[src/rtl/dbx_pkg.sv]
package dbx_pkg;

    // Which side of the transceiver is driven this cycle
    typedef enum logic [1:0] {
        ROUTE_NONE = 2'b00,
        ROUTE_TO_A = 2'b01,
        ROUTE_TO_B = 2'b10
    } route_e;

    localparam int SIDE_A = 0;
    localparam int SIDE_B = 1;
    localparam int NUM_SIDES = 2;

    // Route that makes a given side the driven one
    function automatic route_e drive_route(input int side);
        return (side == SIDE_A) ? ROUTE_TO_A : ROUTE_TO_B;
    endfunction

endpackage

[src/rtl/dbx_hold_reg.sv]
module dbx_hold_reg #(
    parameter int WIDTH = 8
) (
    input  logic             clk,
    input  logic             rst_n,
    input  logic             load,
    input  logic [WIDTH-1:0] din,
    output logic [WIDTH-1:0] q
);

    typedef struct packed {
        logic [WIDTH-1:0] word;
    } hold_t;

    hold_t st_d, st_q;

    // Capture is unconditional on the strobe: no gating by output control
    always_comb begin
        st_d = st_q;
        if (load) begin
            st_d.word = din;
        end
    end

    always_ff @(posedge clk or negedge rst_n) begin
        if (!rst_n) begin
            st_q <= '0;
        end else begin
            st_q <= st_d;
        end
    end

    assign q = st_q.word;

endmodule

[src/rtl/dbx_route_ctl.sv]
module dbx_route_ctl
    import dbx_pkg::*;
(
    input  logic   en_n,
    input  logic   dir_to_b,
    output route_e route
);

    always_comb begin
        if (en_n) begin
            route = ROUTE_NONE;
        end else if (dir_to_b) begin
            route = ROUTE_TO_B;
        end else begin
            route = ROUTE_TO_A;
        end
    end

endmodule

[src/rtl/dbx_side_mux.sv]
module dbx_side_mux
    import dbx_pkg::*;
#(
    parameter int WIDTH = 8,
    parameter int SIDE  = SIDE_A
) (
    input  route_e           route,
    input  logic             use_stored,
    input  logic [WIDTH-1:0] live_word,
    input  logic [WIDTH-1:0] stored_word,
    output logic [WIDTH-1:0] out_word,
    output logic             out_en
);

    localparam route_e MY_ROUTE = drive_route(SIDE);

    always_comb begin
        out_en   = (route == MY_ROUTE);
        out_word = '0;
        if (out_en) begin
            out_word = use_stored ? stored_word : live_word;
        end
    end

endmodule

[src/rtl/dual_bus_xcvr.sv]
module dual_bus_xcvr
    import dbx_pkg::*;
#(
    parameter int WIDTH = 8
) (
    input  logic             clk,
    input  logic             rst_n,
    input  logic [WIDTH-1:0] a_in,
    output logic [WIDTH-1:0] a_out,
    output logic             a_oe,
    input  logic [WIDTH-1:0] b_in,
    output logic [WIDTH-1:0] b_out,
    output logic             b_oe,
    input  logic             ld_a,
    input  logic             ld_b,
    input  logic             en_n,
    input  logic             dir_to_b,
    input  logic             a2b_stored,
    input  logic             b2a_stored
);

    route_e           route;
    logic [WIDTH-1:0] bus_in   [NUM_SIDES];
    logic [WIDTH-1:0] held     [NUM_SIDES];
    logic [WIDTH-1:0] bus_out  [NUM_SIDES];
    logic             bus_oe   [NUM_SIDES];
    logic             load     [NUM_SIDES];
    logic             sel_into [NUM_SIDES];

    assign bus_in[SIDE_A]   = a_in;
    assign bus_in[SIDE_B]   = b_in;
    assign load[SIDE_A]     = ld_a;
    assign load[SIDE_B]     = ld_b;
    // Select that governs what is driven onto each side
    assign sel_into[SIDE_A] = b2a_stored;
    assign sel_into[SIDE_B] = a2b_stored;

    dbx_route_ctl u_route (
        .en_n     (en_n),
        .dir_to_b (dir_to_b),
        .route    (route)
    );

    for (genvar s = 0; s < NUM_SIDES; s++) begin : g_side
        localparam int OTHER = NUM_SIDES - 1 - s;

        dbx_hold_reg #(.WIDTH(WIDTH)) u_hold (
            .clk   (clk),
            .rst_n (rst_n),
            .load  (load[s]),
            .din   (bus_in[s]),
            .q     (held[s])
        );

        dbx_side_mux #(.WIDTH(WIDTH), .SIDE(s)) u_mux (
            .route       (route),
            .use_stored  (sel_into[s]),
            .live_word   (bus_in[OTHER]),
            .stored_word (held[OTHER]),
            .out_word    (bus_out[s]),
            .out_en      (bus_oe[s])
        );
    end

    assign a_out = bus_out[SIDE_A];
    assign a_oe  = bus_oe[SIDE_A];
    assign b_out = bus_out[SIDE_B];
    assign b_oe  = bus_oe[SIDE_B];

endmodule

[config.mk]
export PLATFORM = sky130hd
export DESIGN_NAME = dual_bus_xcvr
export DESIGN_NICKNAME = d
export VERILOG_FILES = /design/src/rtl/dbx_pkg.sv /design/src/rtl/dbx_hold_reg.sv /design/src/rtl/dbx_route_ctl.sv /design/src/rtl/dbx_side_mux.sv /design/src/rtl/dual_bus_xcvr.sv
export SDC_FILE = /design/constraint.sdc
export NUM_CORES = 1
export LEC_CHECK = 0
export ABC_AREA = 1
export BUFFER_PORTS_ARGS = -buffer_cell sky130_fd_sc_hd__buf_2
export CORE_UTILIZATION = 45
export DETAILED_ROUTE_END_ITERATION = 6
export HOLD_SLACK_MARGIN = 0.05
export PLACE_DENSITY = 0.77
export SLEW_MARGIN = 40
export SYNTH_ARGS = -nofsm -noshare
export SYNTH_HDL_FRONTEND = slang
export SYNTH_SLANG_ARGS = --single-unit
[constraint.sdc]
create_clock -name clk -period 1.01 [get_ports clk]
set_clock_uncertainty 0.2 [all_clocks]
set_input_delay 0.1515 -clock clk [delete_from_list [all_inputs] [get_ports clk]]
set_output_delay 0.1515 -clock clk [all_outputs]
set_load 0.03 [all_outputs]
# Yosys cells after proc, flatten, opt, wreduce, memory -nomap -nowiden
# Index checks and enable logic that the tools add are counted.
word_totals:
  ramBits: 0
  latch_bits: 0
  ff_bits: 16
  n_memories: 0
  rom_bits: 0
classes:
  n_bitwise: 0
  n_eq_ne: 2
  muxes: 6
  addsub: 0
  shift: 0
  div: 0
  n_reduce_logical: 0
  multipliers: 0
  magnitude_cmp: 0
ops:
  columns: ["cell", "n"]
  rows:
  - ["8-bit two-way mux", 4]
  - ["2-bit two-way mux", 2]
  - ["2-bit by 1-bit == test with 1-bit output (second input constant)", 1]
  - ["2-bit == test (second input constant)", 1]

# Longest topological paths before layout
depth:
  depth_word: 4
  depth_mapped: 5
  depth_no_buf: 4

# Hierarchy
# From an unflattened synthesis, not the netlist that was laid out.
unflattened:
  cells_unflattened: 129
  hier_area_um2: 877.1
modules_own_cells:
  columns: ["module", "cells_per_inst", "n_inst", "seq_area_each_um2", "area_per_inst_um2"]
  rows:
  - ["dbx_hold_reg", 34, 2, 200.2, 305.3]
  - ["dbx_side_mux", 29, 2, 0.0, 126.4]
  - ["dbx_route_ctl", 3, 1, 0.0, 13.8]

# Worst setup path after synthesis
# OpenSTA, ideal clock, no wires.
synth_path:
  path_kind: "in2out"
  startpoint: "input port en_n"
  endpoint: "output port a_out[0]"
  stages: 3
  setup_slack_ps: -264
  required_ps: 659
  arrival_time_ps: 922
  path_cell_list: "nor2_4 nand2_1 nor2_1"
synth_between:
  elab_chain_len: 3
synth_rtl:
  columns: ["item", "line_no", "rtl"]
  rows:
  - ["from (decl)", "dual_bus_xcvr.sv:16", "input logic en_n,"]
  - ["2-bit two-way mux", "dbx_route_ctl.sv:10", "if (en_n) begin"]
  - ["2-bit by 1-bit == test with 1-bit output", "dbx_side_mux.sv:18", "out_en = (route == MY_ROUTE);"]
  - ["8-bit two-way mux", "dbx_side_mux.sv:20", "if (out_en) begin"]
  - ["to (decl)", "dual_bus_xcvr.sv:9", "output logic [WIDTH-1:0] a_out,"]
# No other way between the ends.

# Final worst setup path
layout_path:
  startpoint: "register g_side[1].u_hold.st_q, in the netlist g_side[1].u_hold.q[3]"
  endpoint: "output port a_out[3]"
layout_between:
  elab_chain_len: 2
layout_rtl:
  columns: ["item", "line_no", "rtl"]
  rows:
  - ["from (decl)", "dbx_hold_reg.sv:15", "hold_t st_d, st_q;"]
  - ["from (signal assigned)", "dbx_hold_reg.sv:29", "st_q <= st_d;"]
  - ["8-bit two-way mux", "dbx_side_mux.sv:21", "out_word = use_stored ? stored_word : live_word;"]
  - ["8-bit two-way mux", "dbx_side_mux.sv:20", null]
# No other way between the ends.

==> summary.txt <==
Clock tree
  – CTS buffer count: 3
  – CTS H-tree lvls: 1
  – Clock buffer depth: 2
  – CTS Sinks: 16
  – Worst-Skew Late Latency: 0.29 ns
  – Clk root buf: clkbuf_4
  – Clock transition at path regs: 0.11 ns
  – CTS tree: built

Logic synthesis
  – Sequential area share after synthesis: between 40% and 50%
  – Cells after synthesis: 130
  – Synth warn: 0
  – Yosys reg bits: 16
  – Cell area after synthesis: about 930 sq um
  – Yosys cell types: 14
  – Syn avg cell area: 7.16 sq um
  – Syn Nets: 154

Floorplan
  – Core area: 1960 sq um
  – Starting Density: 47.4%
  – I/O pins: 42
  – Total die area: 2250 sq um
  – Std-Cell Rows: 16
  – Die Y: 47.5 um
  – Die W: around 47 um

Timing
  – Total negative slack: -6.94 ns
  – Fin crit share: 147%
  – Fin crit period: 1.48 ns
  – Setup ws final: -0.470 ns
  – Hold Violations, Final: 0
  – Slew headroom: 74.8%
  – Slew of the pin with the lowest slew margin: 0.378 ns
  – Fmax: 0.676 GHz
  – Final setup violation count: 20
  – Fin. max-slew vios: 0
  – Unrepaired setup endpoints after global routing: yes

Routing
  – DRC: 0
  – WL final: 4050 um
  – Via count: 1222
  – Number of routed nets with antenna violations: 0
  – Via/cell ratio: 5.46
  – DRT iter0 DRCs: between 40 and 50
  – WL per Instance: 18.1 um
  – TritonRoute pass-1 iters: 4

Cells and area
  – Number of flip-flops in the largest register: 16
  – # fillers: 77
  – Fraction of layout cells with a size suffix above 1: 59.9%
  – Post-layout util: between 90% and 100%
  – Multi-input gate area: ~640 sq um
  – Area growth, synth to finish: 93.3%
  – Diodes inserted: 0
  – Sequential Area: 400 sq um
  – Most common cell after layout, fill and taps aside: nand2_2
  – Most frequent cells in the layout: 29 x nand2_2, 21 x buf_2, 19 x buf_6, 16 x nand2_1, 16 x dfrtp_1
  – Fin nets: about 220

Setup path
  – WP data required: between 0.6 and 0.7 ns
  – Delay-heaviest family, CP: flip-flops
  – Worst R2R End: g_side[1].u_hold.q[3]$_DFFE_PN0P_
  – Worst Setup Start Kind: flip-flop
  – CP arrival: about 1.1 ns
  – Crit-path slowest cell: dfrtp_1
  – Worst reg-to-reg setup slack: 0 ns
  – Worst path cell trace: inv_2, nand2_2, nand2_2, nor2_4, buf_6
  – Max incr delay on CP: between 0.3 and 0.4 ns
  – R2R cell count: 4
  – Buf/Inv on CP: 2
  – Crit-path max FO: 2
  – Critical R2R Launch: g_side[1].u_hold.q[3]$_DFFE_PN0P_
  – CP most frequent cell: nand2_2
  – Crit Path Category: flip-flop to primary output
  – Endpoint type of the worst setup path: primary output

Hold path
  – WHS Endpoint: g_side[1].u_hold.q[3]$_DFFE_PN0P_
  – HP Class: input pin to flip-flop
  – Worst Hold Path Cells: 2
  – Worst hold start: ld_b

Status
  – Failing checks: negative setup slack
  – Status: finished, violations left

Power and ir drop
  – VDD IR max: just under 0.0009 V
  – Pleak: 0.866 nW
  – Power Density: 1050 nW/um^2

GRT
  – Total track usage: 32.0%
  – Largest net degree at the start of global routing: 17
  – First-pass GRT wire length: 4650 um
  – Number of global-route vias before repair: 1037
  – Gr ovfl total: 0
  – Initial antenna violation count: 0

Placement
  – Dpl hpwl: 1550 um
  – Routability cong.: 0.687
  – PortBufs: 41

Run
  – Max_cap viols: 0
==> metal layers <==
layer | vias to the layer above | routed length (um) | track usage [%]
met2 | 95 | 2110 | 61.1
met1 | 567 | 1400 | 32.0
li1 | 529 | - | -
met3 | 31 | 290 | 4.91
met5 | - | 0 | 0
met4 | 0 | 256 | 19.4
==> synthesized netlist by cell type <==
cell type / count / area (sq um)
nor2_4: 1 / 11.3
inv_2: 3 / 11.3
a21oi_2: 8 / 70.1
buf_8: 1 / 15.0
nor2_1: 16 / 60.1
o21ai_1: 3 / 15.0
dfrtp_1: 16 / 400
buf_4: 2 / 15.0
nand2_1: 46 / 173
buf_6: 1 / 11.3
nand2_2: 3 / 18.8
inv_1: 16 / 60.1
o21ai_0: 13 / 65.1
buf_2: 1 / 5.00
==> through the flow <==
stage | worst slack [ns] | cells | cell area (sq um) | power (mW) | hold slack [ns]
after floorplan | -0.0987 | 130 | 1100 | 1.05 | -0.344
after global routing | -0.528 | 224 | 1800 | 1.96 | 0.0441
after detailed placement | -0.231 | 194 | 1300 | 1.17 | -0.115
final | -0.470 | 224 | 1800 | 1.89 | 0.0311
after CTS | -0.390 | 219 | 1750 | 1.77 | -0.0516
after global placement | -0.229 | 194 | 1300 | 1.16 | -0.120
==> report_power, final <==
part	total (mW)	leakage, nW	internal [mW]	switching [mW]
sequential	0.740	0.194	0.698	0.0425
clock	0.458	0.0210	0.220	0.239
combinational	0.696	0.651	0.295	0.401
==> what timing repair did <==
action	4_1_cts	5_1_grt
hold buffers	16	1
cloned	1	0
resized for setup	65	20
pin swaps	1	7
setup buffers	4	6
hold endpoints to repair	32	3
endpoints found under the setup margin	18	22
==> cells by family (layout without fill, tap and decap cells) <==
family / after synthesis / after routing / share of synthesized area (%)
compound gates: 24 / 24 / 16.1
buf+inv: 24 / 91 / 12.6
flops: 16 / 16 / 43.0
simple gates: 66 / 66 / 28.2
==> layout make-up <==
cell class,instances,share of cell area [%]
well taps,27,1.88
multi-input cells,90,35.6
clock buffers,4,2.02
flip-flops and latches,16,22.3
repair buffers,68,33.7
inverters,19,4.52
==> worst max-delay path by stage <==
| stage | startpoint | to | slack (ns) | depth (start not counted) |
|---|---|---|---|---|
| after global placement | en_n | a_out[2] | -0.23 | 5 |
| after detailed placement | en_n | a_out[0] | -0.23 | 5 |
| after floorplan | en_n | a_out[0] | -0.1 | 3 |
| final | g_side[1].u_hold.q[3]$_DFFE_PN0P_ | a_out[3] | -0.47 | 5 |
| after global routing | g_side[1].u_hold.q[3]$_DFFE_PN0P_ | a_out[3] | -0.53 | 5 |
| after CTS | g_side[1].u_hold.q[3]$_DFFE_PN0P_ | a_out[3] | -0.39 | 5 |
Note: power is estimated with default switching activity, not from simulation.
